[src/rtl/nvu_pkg.sv]
package nvu_pkg;
    localparam int unsigned ADDR_W     = 16;
    localparam int unsigned PREFIX_LEN = 5;

    // Element 0 is the first address of the pattern.
    localparam logic [PREFIX_LEN-1:0][ADDR_W-1:0] PREFIX_KEYS = {
        16'h703F, 16'h7C1F, 16'h83E0, 16'hB1C7, 16'h4E38
    };
    localparam logic [ADDR_W-1:0] SAVE_KEY    = 16'h8FC0;
    localparam logic [ADDR_W-1:0] RESTORE_KEY = 16'h4C63;

    typedef enum logic [1:0] {
        CMD_NONE    = 2'b00,
        CMD_SAVE    = 2'b01,
        CMD_RESTORE = 2'b10
    } cmd_e;
endpackage

[src/rtl/nvu_key_match.sv]
module nvu_key_match #(
    parameter int unsigned ADDR_W     = nvu_pkg::ADDR_W,
    parameter int unsigned PREFIX_LEN = nvu_pkg::PREFIX_LEN,
    parameter logic [PREFIX_LEN-1:0][ADDR_W-1:0] PREFIX_KEYS = nvu_pkg::PREFIX_KEYS,
    parameter logic [ADDR_W-1:0] SAVE_KEY    = nvu_pkg::SAVE_KEY,
    parameter logic [ADDR_W-1:0] RESTORE_KEY = nvu_pkg::RESTORE_KEY,
    localparam int unsigned STEP_W = $clog2(PREFIX_LEN + 1)
) (
    input  logic [ADDR_W-1:0] addr_i,
    input  logic [STEP_W-1:0] step_i,
    output logic              step_hit_o,
    output logic              first_hit_o,
    output nvu_pkg::cmd_e     final_cmd_o
);
    logic [PREFIX_LEN-1:0] key_hit;

    // One comparator per prefix step.
    for (genvar g = 0; g < PREFIX_LEN; g++) begin : g_cmp
        assign key_hit[g] = (addr_i == PREFIX_KEYS[g]);
    end

    always_comb begin
        step_hit_o = 1'b0;
        for (int i = 0; i < PREFIX_LEN; i++) begin
            if (step_i == STEP_W'(i)) step_hit_o = key_hit[i];
        end
    end

    assign first_hit_o = key_hit[0];

    always_comb begin
        if (addr_i == SAVE_KEY)         final_cmd_o = nvu_pkg::CMD_SAVE;
        else if (addr_i == RESTORE_KEY) final_cmd_o = nvu_pkg::CMD_RESTORE;
        else                            final_cmd_o = nvu_pkg::CMD_NONE;
    end
endmodule

[src/rtl/nvu_lock.sv]
module nvu_lock (
    input  logic clk_i,
    input  logic rst_ni,
    input  logic set_i,
    input  logic done_i,
    output logic locked_o
);
    logic lock_d, lock_q;

    always_comb begin
        lock_d = lock_q;
        if (set_i)       lock_d = 1'b1;
        else if (done_i) lock_d = 1'b0;
    end

    always_ff @(posedge clk_i) begin
        if (!rst_ni) lock_q <= 1'b0;
        else         lock_q <= lock_d;
    end

    assign locked_o = lock_q;
endmodule

[src/rtl/nv_unlock_decoder.sv]
module nv_unlock_decoder #(
    parameter int unsigned ADDR_W     = nvu_pkg::ADDR_W,
    parameter int unsigned PREFIX_LEN = nvu_pkg::PREFIX_LEN,
    parameter logic [PREFIX_LEN-1:0][ADDR_W-1:0] PREFIX_KEYS = nvu_pkg::PREFIX_KEYS,
    parameter logic [ADDR_W-1:0] SAVE_KEY    = nvu_pkg::SAVE_KEY,
    parameter logic [ADDR_W-1:0] RESTORE_KEY = nvu_pkg::RESTORE_KEY
) (
    input  logic              clk_i,
    input  logic              rst_ni,
    input  logic              acc_valid_i,
    input  logic              acc_write_i,
    input  logic [ADDR_W-1:0] acc_addr_i,
    input  logic              op_done_i,
    output logic              save_start_o,
    output logic              restore_start_o
);
    localparam int unsigned STEP_W = $clog2(PREFIX_LEN + 1);
    localparam logic [STEP_W-1:0] LAST_STEP = STEP_W'(PREFIX_LEN);

    typedef struct packed {
        logic [STEP_W-1:0] step;
        logic              save;
        logic              restore;
    } state_t;

    state_t        st_d, st_q;
    logic          step_hit, first_hit, locked;
    nvu_pkg::cmd_e final_cmd;

    nvu_key_match #(
        .ADDR_W     (ADDR_W),
        .PREFIX_LEN (PREFIX_LEN),
        .PREFIX_KEYS(PREFIX_KEYS),
        .SAVE_KEY   (SAVE_KEY),
        .RESTORE_KEY(RESTORE_KEY)
    ) i_match (
        .addr_i     (acc_addr_i),
        .step_i     (st_q.step),
        .step_hit_o (step_hit),
        .first_hit_o(first_hit),
        .final_cmd_o(final_cmd)
    );

    nvu_lock i_lock (
        .clk_i   (clk_i),
        .rst_ni  (rst_ni),
        .set_i   (st_d.save | st_d.restore),
        .done_i  (op_done_i),
        .locked_o(locked)
    );

    always_comb begin
        st_d         = st_q;
        st_d.save    = 1'b0;
        st_d.restore = 1'b0;
        if (acc_valid_i && !locked) begin
            if (acc_write_i) begin
                st_d.step = '0;
            end else if (st_q.step == LAST_STEP) begin
                st_d.step = first_hit ? STEP_W'(1) : '0;
                unique case (final_cmd)
                    nvu_pkg::CMD_SAVE: begin
                        st_d.save = 1'b1;
                        st_d.step = '0;
                    end
                    nvu_pkg::CMD_RESTORE: begin
                        st_d.restore = 1'b1;
                        st_d.step    = '0;
                    end
                    default: ;
                endcase
            end else if (step_hit) begin
                st_d.step = st_q.step + STEP_W'(1);
            end else begin
                st_d.step = first_hit ? STEP_W'(1) : '0;
            end
        end
    end

    always_ff @(posedge clk_i) begin
        if (!rst_ni) st_q <= '0;
        else         st_q <= st_d;
    end

    assign save_start_o    = st_q.save;
    assign restore_start_o = st_q.restore;
endmodule

[config.mk]
export PLATFORM = sky130hd
export DESIGN_NAME = nv_unlock_decoder
export DESIGN_NICKNAME = d
export VERILOG_FILES = /design/src/rtl/nvu_pkg.sv /design/src/rtl/nvu_key_match.sv /design/src/rtl/nvu_lock.sv /design/src/rtl/nv_unlock_decoder.sv
export SDC_FILE = /design/constraint.sdc
export NUM_CORES = 1
export LEC_CHECK = 0
export CAP_MARGIN = 20
export CORE_UTILIZATION = 39
export DETAILED_ROUTE_END_ITERATION = 6
export GPL_TIMING_DRIVEN = 0
export PLACE_DENSITY = 0.7
export RECOVER_POWER = 25
export SLEW_MARGIN = 20
export SYNTH_ARGS = -nofsm -noshare
export SYNTH_HDL_FRONTEND = slang
export SYNTH_SLANG_ARGS = --single-unit
[constraint.sdc]
create_clock -name clk_i -period 4.9 [get_ports clk_i]
set_input_delay 1.47 -clock clk_i [delete_from_list [all_inputs] [get_ports clk_i]]
set_output_delay 1.47 -clock clk_i [all_outputs]
set_load 0.01 [all_outputs]
==> impl_metrics.tcl, run 1 <==
set metrics [dict create \
    yosysUniqueCellTypes 35 \
    pre_cts_ws_ns 1.10 \
    final-setup-viol-count 0 \
    hpwl_um 1210 \
    synth-async-reset-ratio_pct 0 \
    cp_max_fo 4 \
    fin_nets 123 \
    syn_area_sq_um 611 \
    drcViolationCount 0 \
    antennaDiodeCount 0 \
    critical_path_arrival_ns 3.76 \
    via_per_inst 5.81 \
    cts.path.max_buffers 2 \
    startpoint_type "input port" \
    num_rows 13 \
    multiInputGateArea_sq_um 468 \
    tightest_slew_ns 0.336 \
    grt_pass1_vias 572 \
    crit_required_ns 5.08 \
    cts-buffers-inserted 3 \
    internal-power_w 0.0000957 \
    synth_edf_count 0 \
    endpoint_kind "flip-flop" \
    numClockSinks 6 \
    relSlewSlack_pct 77.3 \
    fin_crit_ns 3.58 \
    gp_congestion 0.812 \
    core_area_sq_um 1380 \
    cts_setup_buffers 0 \
    drtAntennaViolNets 0 \
    p_per_area_nw_per_um2 142 \
    final-seq-area_sq_um 120 \
    slew_viol_final 0 \
    pwr-share-comb_pct 23.6 \
    io_pins 23 \
    wl_per_cell_um 13.5 \
    rsz0062_at_grt "no" \
    p_seq_share_pct 39.5 \
    swShare_pct 22.7 \
    fillers 123 \
    ys.flop_type "dfxtp_1" \
    p_clk_share_pct 36.8 \
    fin_tns_setup_ns 0 \
    area_delta_synth_final_pct 42.8 \
    grt_usage_pct 19.0 \
    dieArea_sq_um 1730 \
    hold_class "flip-flop to flip-flop" \
    hold_violations 0 \
    ys_warn_count 0 \
    synth_nets 96 \
    ctsResizeCount 0 \
    initial_core_util_pct 44.2 \
    yosysSeqAreaShare_pct 19.7 \
    grt_max_degree 10 \
    io_buffers 22 \
    max_freq_ghz 0.280 \
    clk_latency_ns 0.25 \
    path_class "input port to flip-flop" \
    drt-pass1-iter-count 4 \
    wl_um 1490 \
    cts_hold_buf 0 \
    grt_first_pass_wirelength_um 2570 \
    vdd_ir_drop_max_v 0.000156 \
    cts_tree "done" \
    drive_above_1_share_pct 14.7 \
    cap_violations 0 \
    leakagePower_nw 0.312 \
    whs_ns 0.502 \
    p_switching_w 0.0000282 \
    outcome "complete, no violations" \
    syn-instance-count 70 \
    first_iter_violations 10 \
    final.setup.worst_slack_ns 1.32 \
    root_buffer "clkbuf_4" \
    fin_crit_sh_pct 73.0 \
    htreeDepth 1 \
    ys_ff_latch 6 \
    vias 639 \
    overflow 0 \
    syn_area_per_cell_sq_um 8.72 \
    die_w_um 41.6 \
    die_h_um 41.6 \
    skew_ns 0.00708 \
    antenna_found_initial 0 \
    clk_pin_slew_ns 0.05 \
]
==> cell families after synthesis <==
| family | share of synthesized area, % |
|---|---|
| AOI/OAI and AO/OA | 14.3 |
| adders and majority gates | 10.2 |
| buffers and inverters | 3.69 |
| DFF | 19.7 |
| and+or+nand+nor | 52.1 |
==> per-stage QoR <==
step	util, %	total power [W]	std cells	cell area [sq um]
after global routing	63.1	0.000131	110	872
after CTS	63.1	0.000125	110	872
after floorplan	-	0.0000574	70	611
after detailed placement	61.4	0.0000788	107	850
final	63.1	0.000124	110	872
after global placement	61.4	0.0000785	107	850
==> state kept, by name (all words and copies together), names as in the netlist <==
| name | flops |
|---|---|
| save_start_o | 1 |
| restore_start_o | 1 |
| i_lock.locked_o | 1 |
| st_q | 3 |
==> layer usage <==
metal  part of all wire, %  vias up  GRT usage (%)
met5                     0        -              0
met3                   6.9        0           8.70
met2                    42       21           27.2
met1                    51      293           26.7
li1                      -      325              -
met4                     0        0           1.94
==> path summary, 6_finish.rpt <==
path,from,endpoint,slack [ns],cells after the start
setup / recovery,acc_addr_i[7],st_q[4],1.32,7
hold / removal,st_q[3],st_q[3],0.50,2
setup reg to reg,st_q[2],st_q[4],2.83,7
hold reg to reg,st_q[3],st_q[3],0.50,2
==> critical path: stages <==
cell             delay (ns)
clkdlybuf4s50_1        0.47
nor4b_2                0.40
nand4_1                0.19
or4bb_2                0.64
a31oi_2                0.26
o2111ai_1              0.16
a21boi_1               0.15
==> power by group through the flow <==
stage	clock, W	sequential [W]	combinational (W)
after floorplan	0	0.0000499	0.00000753
after global placement	0	0.0000499	0.0000286
after detailed placement	0	0.0000499	0.0000289
after CTS	0.0000472	0.0000490	0.0000291
after global routing	0.0000511	0.0000489	0.0000313
final	0.0000456	0.0000490	0.0000293
==> cells in the mapped netlist (2+ instances only) <==
library cell  count  share of area [%]
a21boi_1          2                2.5
a21oi_1           2                1.6
a31oi_1           2                2.0
and3b_1           2                2.9
dfxtp_1           6                 20
ha_1              5                 10
inv_1             3                1.8
nand2_1           7                4.3
nand3_1           2                1.6
nand3b_1          3                3.7
nand4_1           3                3.1
nor2_1            5                3.1
nor4_1            2                2.0
nor4b_1           2                2.9
o2111ai_1         3                4.3
or4_4             2                3.7
==> final cells by class <==
| class | instances | share of cell area [%] |
|---|---|---|
| tap | 15 | 2.15 |
| sequential | 6 | 13.8 |
| inverter | 3 | 1.29 |
| buffer | 1 | 1.29 |
| timing repair buffer | 22 | 25.3 |
| multi-input combinational | 60 | 53.7 |
| clock buffer | 3 | 2.58 |
==> cells in the final DEF, fill, tap and decap left out, types with 2 or more instances in the layout <==
master	n
a31oi_1	2
clkdlybuf4s50_1	20
o2111ai_1	3
dlygate4sd3_1	2
nand3_1	2
clkbuf_4	3
nor4_1	2
ha_1	5
nor2_1	5
nand3b_1	3
dfxtp_1	6
nand4_1	3
a21oi_1	2
or4_4	2
nor4b_1	2
inv_1	3
and3b_1	2
nand2_1	7
a21boi_1	2
Note: power is estimated with default switching activity, not from simulation.
==> run 2, diff against run 1 <==
--- a/config.mk
+++ b/config.mk
@@ -6,10 +6,10 @@
 export NUM_CORES = 1
 export LEC_CHECK = 0
 export CAP_MARGIN = 20
-export CORE_UTILIZATION = 39
+export CORE_UTILIZATION = 38
 export DETAILED_ROUTE_END_ITERATION = 6
 export GPL_TIMING_DRIVEN = 0
-export PLACE_DENSITY = 0.7
+export PLACE_DENSITY = 0.71
 export RECOVER_POWER = 25
 export SLEW_MARGIN = 20
 export SYNTH_ARGS = -nofsm -noshare
==> constraint.sdc (replaced) <==
create_clock -name clk_i -period 3.2 [get_ports clk_i]
set_input_delay 0.96 -clock clk_i [delete_from_list [all_inputs] [get_ports clk_i]]
set_output_delay 0.96 -clock clk_i [all_outputs]
set_load 0.01 [all_outputs]
==> impl_metrics.tcl, run 2 (synthesis results as in run 1) <==
set metrics [dict create \
    outcome "complete, no violations" \
    cp_max_fo 4 \
    antennaDiodeCount 0 \
    cts_tree "done" \
    ctsResizeCount 0 \
    grt_pass1_vias 606 \
    dieArea_sq_um 1770 \
    crit_chain "clkdlybuf4s50_1 -> nor4b_2 -> nand4_1 -> or4bb_2 -> a31oi_2 -> o2111ai_1 -> a21boi_1" \
    drive_above_1_share_pct 14.7 \
    cap_violations 0 \
    hold_class "flip-flop to flip-flop" \
    drtAntennaViolNets 0 \
    cts-buffers-inserted 3 \
    fin_crit_sh_pct 95.6 \
    first_iter_violations 8 \
    initial_core_util_pct 40.5 \
    vias 623 \
    crit_required_ns 3.38 \
    hold_violations 0 \
    root_buffer "clkbuf_4" \
    whs_ns 0.501 \
    critPathTopFamily "simple AND/OR/NAND/NOR gates" \
    largest_reg_flops 3 \
    skew_ns 0.00218 \
    gp_congestion 0.780 \
    critPathBufInv 1 \
    rsz0062_at_grt "no" \
    largest-register "st_q" \
    startpoint_type "input port" \
    die_w_um 42.1 \
    layout_commonest_cell "clkdlybuf4s50_1" \
    relSlewSlack_pct 78.7 \
    fin_crit_ns 3.06 \
    via_per_inst 5.61 \
    numClockSinks 6 \
    vdd_ir_drop_max_v 0.000224 \
    crit_slowest_cell "or4bb_2" \
    overflow 0 \
    htreeDepth 1 \
    grt_max_degree 10 \
    leakagePower_nw 0.312 \
    hpwl_um 1190 \
    clk_latency_ns 0.24 \
    cts_setup_buffers 0 \
    final_cells 111 \
    fin_nets 123 \
    grt_first_pass_wirelength_um 2390 \
    io_buffers 22 \
    drcViolationCount 0 \
    core_area_sq_um 1510 \
    cts.path.max_buffers 2 \
    antenna_found_initial 0 \
    critical_path_arrival_ns 3.23 \
    critical_path.max_stage_delay_ns 0.64 \
    num_rows 14 \
    cts_hold_buf 0 \
    clk_pin_slew_ns 0.04 \
    die_h_um 42.1 \
    final_cell_mix "clkdlybuf4s50_1 (20), nand2_1 (7), dfxtp_1 (6)" \
    p_per_area_nw_per_um2 217 \
    endpoint_kind "flip-flop" \
    grt_usage_pct 17.0 \
    slew_viol_final 0 \
    path_class "input port to flip-flop" \
    place_inst 108 \
    area_delta_synth_final_pct 43.0 \
    wl_per_cell_um 13.3 \
    final-setup-viol-count 0 \
    tightest_slew_ns 0.319 \
    drt-pass1-iter-count 4 \
    wl_um 1480 \
    io_pins 23 \
    max_freq_ghz 0.327 \
]
==> run 2: area by class of cell <==
class                           instances  area (sq um)
Fill cell                             138           633
Multi-Input combinational cell         60           468
Timing Repair Buffer                   22           220
Sequential cell                         6           120
Clock buffer                            3          22.5
Tap cell                               16          20.0
Buffer                                  1          11.3
Inverter                                3          11.3
==> run 2: worst paths after layout <==
kind / cells past startpoint / slack [ns] / from / to
setup / recovery: 7 / 0.14 / acc_addr_i[7] / st_q[4]
hold / removal: 2 / 0.50 / st_q[3] / st_q[3]
setup reg to reg: 7 / 1.10 / st_q[2] / st_q[4]
hold reg to reg: 2 / 0.50 / st_q[3] / st_q[3]
==> run 2: where the power goes <==
part / internal (W) / switching [W] / leakage [nW]
Combinational: 0.0000291 / 0.0000159 / 0.250
Clock: 0.0000424 / 0.0000270 / 0.0138
Sequential: 0.0000750 / 0.000000000160 / 0.0483
==> run 2: worst reg2reg max path, stage by stage, from the launching register on <==
cell and delay (ns):
dfxtp_1 0.38, inv_1 0.10, ha_1 0.22, nor2_1 0.12
or4bb_2 0.63, a31oi_2 0.27, o2111ai_1 0.16, a21boi_1 0.15
==> run 2: stage by stage <==
stage                     instance area, sq um  TNS (ns)  worst slack [ns]  utilization, %  total power [W]
after floorplan                            611         0             0.538               -        0.0000879
after global placement                     851    -0.203           -0.0718            56.5         0.000120
after detailed placement                   851    -0.242           -0.0919            56.5         0.000121
after CTS                                  873         0             0.162            58.0         0.000192
after global routing                       873         0            0.0324            58.0         0.000197
final                                      873         0             0.142            58.0         0.000189
==> run 2: metal layers <==
layer	global-route usage [%]	routed length (um)	vias to the layer above
li1	-	-	327
met1	19.8	736	277
met2	30.9	671	19
met3	6.03	72	0
met4	1.88	0	0
met5	0	0	-
